[config.mk]
export PLATFORM = sky130hd
export DESIGN_NAME = pot_cmd_engine
export DESIGN_NICKNAME = d
export VERILOG_FILES = /design/src/rtl/pot_cmd_pkg.sv /design/src/rtl/pot_cmd_decode.sv /design/src/rtl/pot_store_timer.sv /design/src/rtl/pot_reg_file.sv /design/src/rtl/pot_cmd_engine.sv
export SDC_FILE = /design/constraint.sdc
export NUM_CORES = 1
export LEC_CHECK = 0
export BUFFER_PORTS_ARGS = -buffer_cell sky130_fd_sc_hd__buf_2
export CAP_MARGIN = 30
export CORE_UTILIZATION = 60
export DETAILED_ROUTE_END_ITERATION = 8
export PLACE_DENSITY = 0.79
export RECOVER_POWER = 100
export SLEW_MARGIN = 25
export SYNTH_ARGS = -nofsm -noshare
export SYNTH_HDL_FRONTEND = slang
export SYNTH_SLANG_ARGS = --single-unit
[constraint.sdc]
create_clock -name clk -period 4.5 [get_ports clk]
set_input_delay 0.675 -clock clk [delete_from_list [all_inputs] [get_ports clk]]
set_output_delay 0.675 -clock clk [all_outputs]
set_load 0.02 [all_outputs]
[src/rtl/pot_cmd_pkg.sv]
package pot_cmd_pkg;

    localparam int PTR_W    = 2;
    localparam int NUM_REGS = 1 << PTR_W;

    typedef enum logic [2:0] {
        OP_BAD,
        OP_RD_WIPER,
        OP_WR_WIPER,
        OP_RD_REG,
        OP_WR_REG,
        OP_REG_TO_WIPER,
        OP_WIPER_TO_REG
    } op_e;

    typedef enum logic [3:0] {
        S_RECALL,
        S_IDLE,
        S_CMD,
        S_DATA_HI,
        S_DATA_LO,
        S_ARMED,
        S_SEND,
        S_REJECT,
        S_STORE
    } state_e;

endpackage

[src/rtl/pot_cmd_decode.sv]
module pot_cmd_decode
    import pot_cmd_pkg::*;
(
    input  logic             rw,
    input  logic [7:0]       cmd,
    output op_e              op,
    output logic [PTR_W-1:0] ptr
);

    logic reserved_ok;

    always_comb begin
        reserved_ok = (cmd[4] == 1'b0) && (cmd[1:0] == 2'b00);
        ptr         = cmd[3:2];
        op          = OP_BAD;
        if (reserved_ok) begin
            case ({rw, cmd[7:5]})
                4'b1100: op = OP_RD_WIPER;
                4'b0101: op = OP_WR_WIPER;
                4'b1101: op = OP_RD_REG;
                4'b0110: op = OP_WR_REG;
                4'b1110: op = OP_REG_TO_WIPER;
                4'b0111: op = OP_WIPER_TO_REG;
                default: op = OP_BAD;
            endcase
        end
    end

endmodule

[src/rtl/pot_store_timer.sv]
module pot_store_timer #(
    parameter int STORE_CYCLES = 1_000_000
) (
    input  logic clk,
    input  logic rst_n,
    input  logic load,
    output logic done
);

    localparam int CNT_W = (STORE_CYCLES < 2) ? 1 : $clog2(STORE_CYCLES);
    localparam logic [CNT_W-1:0] LOAD_VAL = CNT_W'(STORE_CYCLES - 1);

    logic [CNT_W-1:0] cnt_q;

    always_ff @(posedge clk or negedge rst_n) begin
        if (!rst_n) begin
            cnt_q <= '0;
        end else if (load) begin
            cnt_q <= LOAD_VAL;
        end else if (cnt_q != '0) begin
            cnt_q <= cnt_q - 1'b1;
        end
    end

    assign done = (cnt_q == '0);

endmodule

[src/rtl/pot_reg_file.sv]
module pot_reg_file #(
    parameter int WIDTH = 10,
    parameter int DEPTH = 4,
    localparam int AW   = (DEPTH < 2) ? 1 : $clog2(DEPTH)
) (
    input  logic             clk,
    input  logic             we,
    input  logic [AW-1:0]    waddr,
    input  logic [WIDTH-1:0] wdata,
    input  logic [AW-1:0]    raddr,
    output logic [WIDTH-1:0] rdata
);

    logic [WIDTH-1:0] mem [DEPTH];

    for (genvar i = 0; i < DEPTH; i++) begin : g_cell
        always_ff @(posedge clk) begin
            if (we && (waddr == AW'(i))) begin
                mem[i] <= wdata;
            end
        end
    end

    assign rdata = mem[raddr];

endmodule

[src/rtl/pot_cmd_engine.sv]
module pot_cmd_engine
    import pot_cmd_pkg::*;
#(
    parameter int WIPER_W      = 10,
    parameter int STORE_CYCLES = 1_000_000
) (
    input  logic               clk,
    input  logic               rst_n,
    input  logic               bus_start,
    input  logic               bus_rw,
    input  logic               rx_valid,
    input  logic [7:0]         rx_byte,
    input  logic               tx_next,
    input  logic               bus_stop,
    input  logic               wp_n,
    output logic               ack_strobe,
    output logic               ack_good,
    output logic [7:0]         tx_byte,
    output logic [WIPER_W-1:0] wiper_code,
    output logic               busy
);

    localparam int HI_W = WIPER_W - 8;

    state_e             st_q, st_d;
    op_e                op_q, dec_op;
    logic [PTR_W-1:0]   ptr_q, dec_ptr, rd_addr;
    logic [WIPER_W-1:0] buf_q, wiper_q, rd_q, rd_data, wr_data;
    logic               rw_q, hi_q, ack_stb_q, ack_ok_q;
    logic               frame_live, stop_only, store_go, wiper_go, tmr_done;
    logic [15:0]        rd_ext;

    pot_cmd_decode u_dec (
        .rw  (rw_q),
        .cmd (rx_byte),
        .op  (dec_op),
        .ptr (dec_ptr)
    );

    assign rd_addr = (st_q == S_CMD)    ? dec_ptr :
                     (st_q == S_RECALL) ? '0      : ptr_q;
    assign wr_data = (op_q == OP_WR_REG) ? buf_q : wiper_q;

    pot_reg_file #(.WIDTH(WIPER_W), .DEPTH(NUM_REGS)) u_regs (
        .clk   (clk),
        .we    (store_go),
        .waddr (ptr_q),
        .wdata (wr_data),
        .raddr (rd_addr),
        .rdata (rd_data)
    );

    pot_store_timer #(.STORE_CYCLES(STORE_CYCLES)) u_tmr (
        .clk   (clk),
        .rst_n (rst_n),
        .load  (store_go),
        .done  (tmr_done)
    );

    assign frame_live = (st_q != S_RECALL) && (st_q != S_STORE);
    assign stop_only  = bus_stop && !bus_start && (st_q == S_ARMED);
    assign store_go   = stop_only && wp_n &&
                        ((op_q == OP_WR_REG) || (op_q == OP_WIPER_TO_REG));
    assign wiper_go   = stop_only &&
                        ((op_q == OP_WR_WIPER) || (op_q == OP_REG_TO_WIPER));

    // next-state logic
    always_comb begin
        st_d = st_q;
        unique case (st_q)
            S_RECALL: st_d = S_IDLE;
            S_STORE:  if (tmr_done) st_d = S_IDLE;
            default: begin
                if (bus_start) begin
                    st_d = S_CMD;
                end else if (bus_stop) begin
                    st_d = store_go ? S_STORE : S_IDLE;
                end else if (rx_valid) begin
                    case (st_q)
                        S_CMD: begin
                            case (dec_op)
                                OP_BAD:                   st_d = S_REJECT;
                                OP_RD_WIPER, OP_RD_REG:   st_d = S_SEND;
                                OP_WR_WIPER, OP_WR_REG:   st_d = S_DATA_HI;
                                default:                  st_d = S_ARMED;
                            endcase
                        end
                        S_DATA_HI: st_d = S_DATA_LO;
                        S_DATA_LO: st_d = S_ARMED;
                        default:   st_d = st_q;
                    endcase
                end
            end
        endcase
    end

    // state register
    always_ff @(posedge clk or negedge rst_n) begin
        if (!rst_n) st_q <= S_RECALL;
        else        st_q <= st_d;
    end

    // datapath registers
    always_ff @(posedge clk or negedge rst_n) begin
        if (!rst_n) begin
            op_q      <= OP_BAD;
            ptr_q     <= '0;
            buf_q     <= '0;
            rw_q      <= 1'b0;
            wiper_q   <= '0;
            rd_q      <= '0;
            hi_q      <= 1'b1;
            ack_stb_q <= 1'b0;
            ack_ok_q  <= 1'b0;
        end else begin
            ack_stb_q <= 1'b0;
            ack_ok_q  <= 1'b0;
            if (st_q == S_RECALL) begin
                wiper_q <= rd_data;
            end
            if (wiper_go) begin
                wiper_q <= (op_q == OP_WR_WIPER) ? buf_q : rd_data;
            end
            if (frame_live && bus_start) begin
                rw_q <= bus_rw;
                op_q <= OP_BAD;
            end else if (frame_live && !bus_stop && rx_valid && st_q != S_IDLE) begin
                ack_stb_q <= 1'b1;
                case (st_q)
                    S_CMD: begin
                        ack_ok_q <= (dec_op != OP_BAD);
                        op_q     <= dec_op;
                        ptr_q    <= dec_ptr;
                        rd_q     <= (dec_op == OP_RD_WIPER) ? wiper_q : rd_data;
                        hi_q     <= 1'b1;
                    end
                    S_DATA_HI: begin
                        ack_ok_q               <= 1'b1;
                        buf_q[WIPER_W-1:8]     <= rx_byte[HI_W-1:0];
                    end
                    S_DATA_LO: begin
                        ack_ok_q   <= 1'b1;
                        buf_q[7:0] <= rx_byte;
                    end
                    default: ack_ok_q <= 1'b0;
                endcase
            end
            if (tx_next) begin
                hi_q <= 1'b0;
            end
        end
    end

    // outputs
    always_comb begin
        rd_ext     = 16'(rd_q);
        tx_byte    = hi_q ? rd_ext[15:8] : rd_ext[7:0];
        wiper_code = wiper_q;
        busy       = (st_q == S_STORE);
        ack_strobe = ack_stb_q;
        ack_good   = ack_ok_q;
    end

    AST_ACK_AFTER_BYTE: assert property (@(posedge clk) disable iff (!rst_n)
        ack_strobe |-> $past(rx_valid));

    AST_WIPER_HOLD: assert property (@(posedge clk) disable iff (!rst_n)
        (!bus_stop && st_q != S_RECALL) |=> $stable(wiper_code));

    AST_BUSY_AFTER_STOP: assert property (@(posedge clk) disable iff (!rst_n)
        $rose(busy) |-> $past(bus_stop));

    AST_QUIET_WHILE_BUSY: assert property (@(posedge clk) disable iff (!rst_n)
        $past(busy) |-> !ack_strobe);

    AST_PROTECT_NO_STORE: assert property (@(posedge clk) disable iff (!rst_n)
        $rose(busy) |-> $past(wp_n));

endmodule

==> impl_metrics.toml <==
[finish]
seqCellArea_sq_mm = 0.00278
diodes = 0
multiInputGateArea_sq_mm = 0.00207
nets = 480
final.fill_count = 645
syn2layout_area_growth_pct = 5.97
layout-drive-gt1-share_pct = 13.7

[route]
totalWireLength_mm = 10.7
wl_per_cell_um = 18.6
vias = 3555
dr.pass1.iters = 5
ant_nets = 0
avgViaCountPerCell = 6.20
drt_iter0_drc = 249
drc = 0

[floorplan]
core_sq_mm = 0.00822
die_width_um = 94.0
die_h_um = 94.0
core.rowCount = 33
io_pins = 37
die_area_sq_mm = 0.00883
start_util_pct = 61.8

[pwr]
netSwitchingFraction_pct = 37.2
power.net_switching_uw = 1070
intPower_uw = 1810
seq_power_share_pct = 47.2
vdd_drop_max_v = 0.000241
power.density_mw_per_mm2 = 535
clockPowerShare_pct = 18.6
p_leak_uw = 0.00203
combinationalPowerShare_pct = 34.2

[sta]
timing.hold.ws_ns = 0.437
final-hold-violation-count = 0
tightest_slew_ns = 1.76
min_period_ns = 2.87
max_freq_mhz = 348
fin_crit_sh_pct = 63.8
max_slew_margin_pct = -17.2
setup_tns_ns = 0
slew_viol_final = 33
finClkSkew_ns = 0.0163
setup_viol = 0
rsz0062_at_grt = "false"

[critical_path]
cp_max_fo = 20
arrival_ns = 3.16
critical_path_class = "flop to flop"
crit_buf_inv = 0
critPathCaptureType = "flop"
crit_path_top_delay_cell = "mux2_1"
cp_top_family = "multiplexers"
crit_chain = "nor3_1, mux2_1, mux2i_1, mux2_2, o21ai_0"
crit_path_start_kind = "flop"
required_ns = 4.79
critPathMaxStageDelay_ns = 0.99

[synth]
syn_area_per_cell_sq_um = 11.8
yosysMostFrequentCell = "dfrtp_1"
ys_ff_latch = 103
netlist_top_cells_area = "dfrtp_1 (31%), edfxtp_1 (24%), mux2_2 (7.5%)"
ys_top_cells_by_count = "dfrtp_1 (62), nand2_1 (53), edfxtp_1 (40), mux2_2 (34), mux2i_1 (22)"
syn_nets = 448
synth.distinct_cells = 68
synth-seq-area-share_pct = 54.8
syn_inst = 431
yosysTopAreaCellShare_pct = 30.6
yosys_warnings = 0
ys.flop_type = "dfrtp_1"
synth_area_leader_cell = "dfrtp_1"
async_reset_ff_share_pct = 61.2
syn_area_sq_mm = 0.00507
synth_edf_count = 40

[global_route]
grt.overflow.total = 0
grt_max_degree = 33
antenna_found_initial = 0
first_global_vias = 3427
grt_use_total_pct = 25.8
grt_pass1_wl_mm = 17.1

[cts]
post_cts_resized = 0
clk_latency_ns = 0.36
root_buffer = "clkbuf_8"
numCtsBuffers = 9
cts_tree = "yes"
postCtsHoldBufs = 0
clockBufferDepth = 2
cts_sinks = 103
post-cts-setup-buffers = 0
clk_pin_slew_ns = 0.11
h-tree-depth = 3

[placed_design]
dpl.hpwl_mm = 7.30
port_buffers = 36
routabilityCongestion = 0.811

[outcome]
status = "complete, but fails checks"
failed_checks = "max-capacitance violations, max-slew violations"

[run]
cap_viol_max_count = 1

[min_path]
hold_path_class = "input port to flop"
[final timing paths]
| kind | from | end | slack, ns | depth (start not counted) |
|---|---|---|---|---|
| worst max-delay path | st_q[0]$_DFFE_PN0P_ | wiper_code[9]$_DFFE_PN0P_ | 1.63 | 5 |
| worst min-delay path | tx_next | hi_q$_DFFE_PN1P_ | 0.44 | 2 |
| worst max register to register | st_q[0]$_DFFE_PN0P_ | wiper_code[9]$_DFFE_PN0P_ | 1.63 | 5 |
| worst min register to register | rd_q[5]$_DFFE_PN0P_ | rd_q[5]$_DFFE_PN0P_ | 0.52 | 1 |
| max in group asynchronous | rst_n | hi_q$_DFFE_PN1P_ | 2.44 | 2 |
| min in group asynchronous | rst_n | u_tmr.cnt_q[5]$_DFFE_PN0P_ | 0.77 | 1 |
[cell families after synthesis]
group | count (synthesis) | share of synthesized area [%]
adder cells (fa/ha/maj) | 1 | 0.247
AND/OR/NAND/NOR | 146 | 15.8
flip-flops | 103 | 54.8
XOR/XNOR | 10 | 1.73
buffers and inverters | 30 | 3.33
AO/OA/AOI/OAI | 83 | 11.7
multiplexers | 58 | 12.5
[area by class of cell]
class,instances,share of cell area [%]
Clock buffer,10,2.37
Clock inverter,6,1.07
Inverter,9,0.628
Multi-Input combinational cell,298,38.5
Sequential cell,103,51.7
Tap cell,105,2.44
Timing Repair Buffer,42,3.35
[metrics by stage]
step	area [sq um]	util (%)	total power [uW]	instances	setup WS (ns)
global placement	5300	64.5	2360	557	2.02
floorplan	5070	-	2160	431	2.03
finish	5380	65.4	2880	573	1.63
CTS	5480	66.7	2930	573	2.12
global route	5380	65.4	3030	573	1.43
detailed placement	5300	64.5	2400	557	1.96
[routing by layer]
layer / vias to the layer above / wire (um) / global-route usage (%)
li1: 1668 / - / -
met1: 1765 / 4870 / 35.5
met2: 109 / 5100 / 41.5
met3: 13 / 577 / 5.83
met4: 0 / 125 / 6.54
met5: - / 0 / 0
[cell usage in the layout (no fill, tap or decap), drive strengths merged, types with 5 or more instances in the layout]
cell type  Yosys  layout
mux2          36      36
nor2b          8       8
nand2         53      53
nand3         13      13
inv            9      10
or3            8       8
a22oi         10      10
a21oi          9       9
buf           16      16
o21ai         22      22
nor2          17      17
clkbuf         5      36
o31ai          5       5
edfxtp        40      40
dfrtp         62      62
mux2i         22      22
nor3          18      18
o22a          10      10
xor2           6       6
o22ai          9       9
[registers in the layout (all words and copies together) (netlist names)]
name and count:
u_regs.mem 40, ack_good 1, rd_q 10, ack_strobe 1, ptr_q 2, buf_q 10, st_q 4, op_q 3
hi_q 1, u_tmr.cnt_q 20, rw_q 1, wiper_code 10
[power groups by stage]
| stage | clock [uW] | sequential (uW) | combinational [uW] |
|---|---|---|---|
| after global placement | 0 | 1370 | 990 |
| final | 536 | 1360 | 983 |
| after floorplan | 0 | 1350 | 808 |
| after global routing | 578 | 1380 | 1070 |
| after CTS | 545 | 1360 | 1030 |
| after detailed placement | 0 | 1370 | 1030 |
Power figures use the tool's default switching activity.
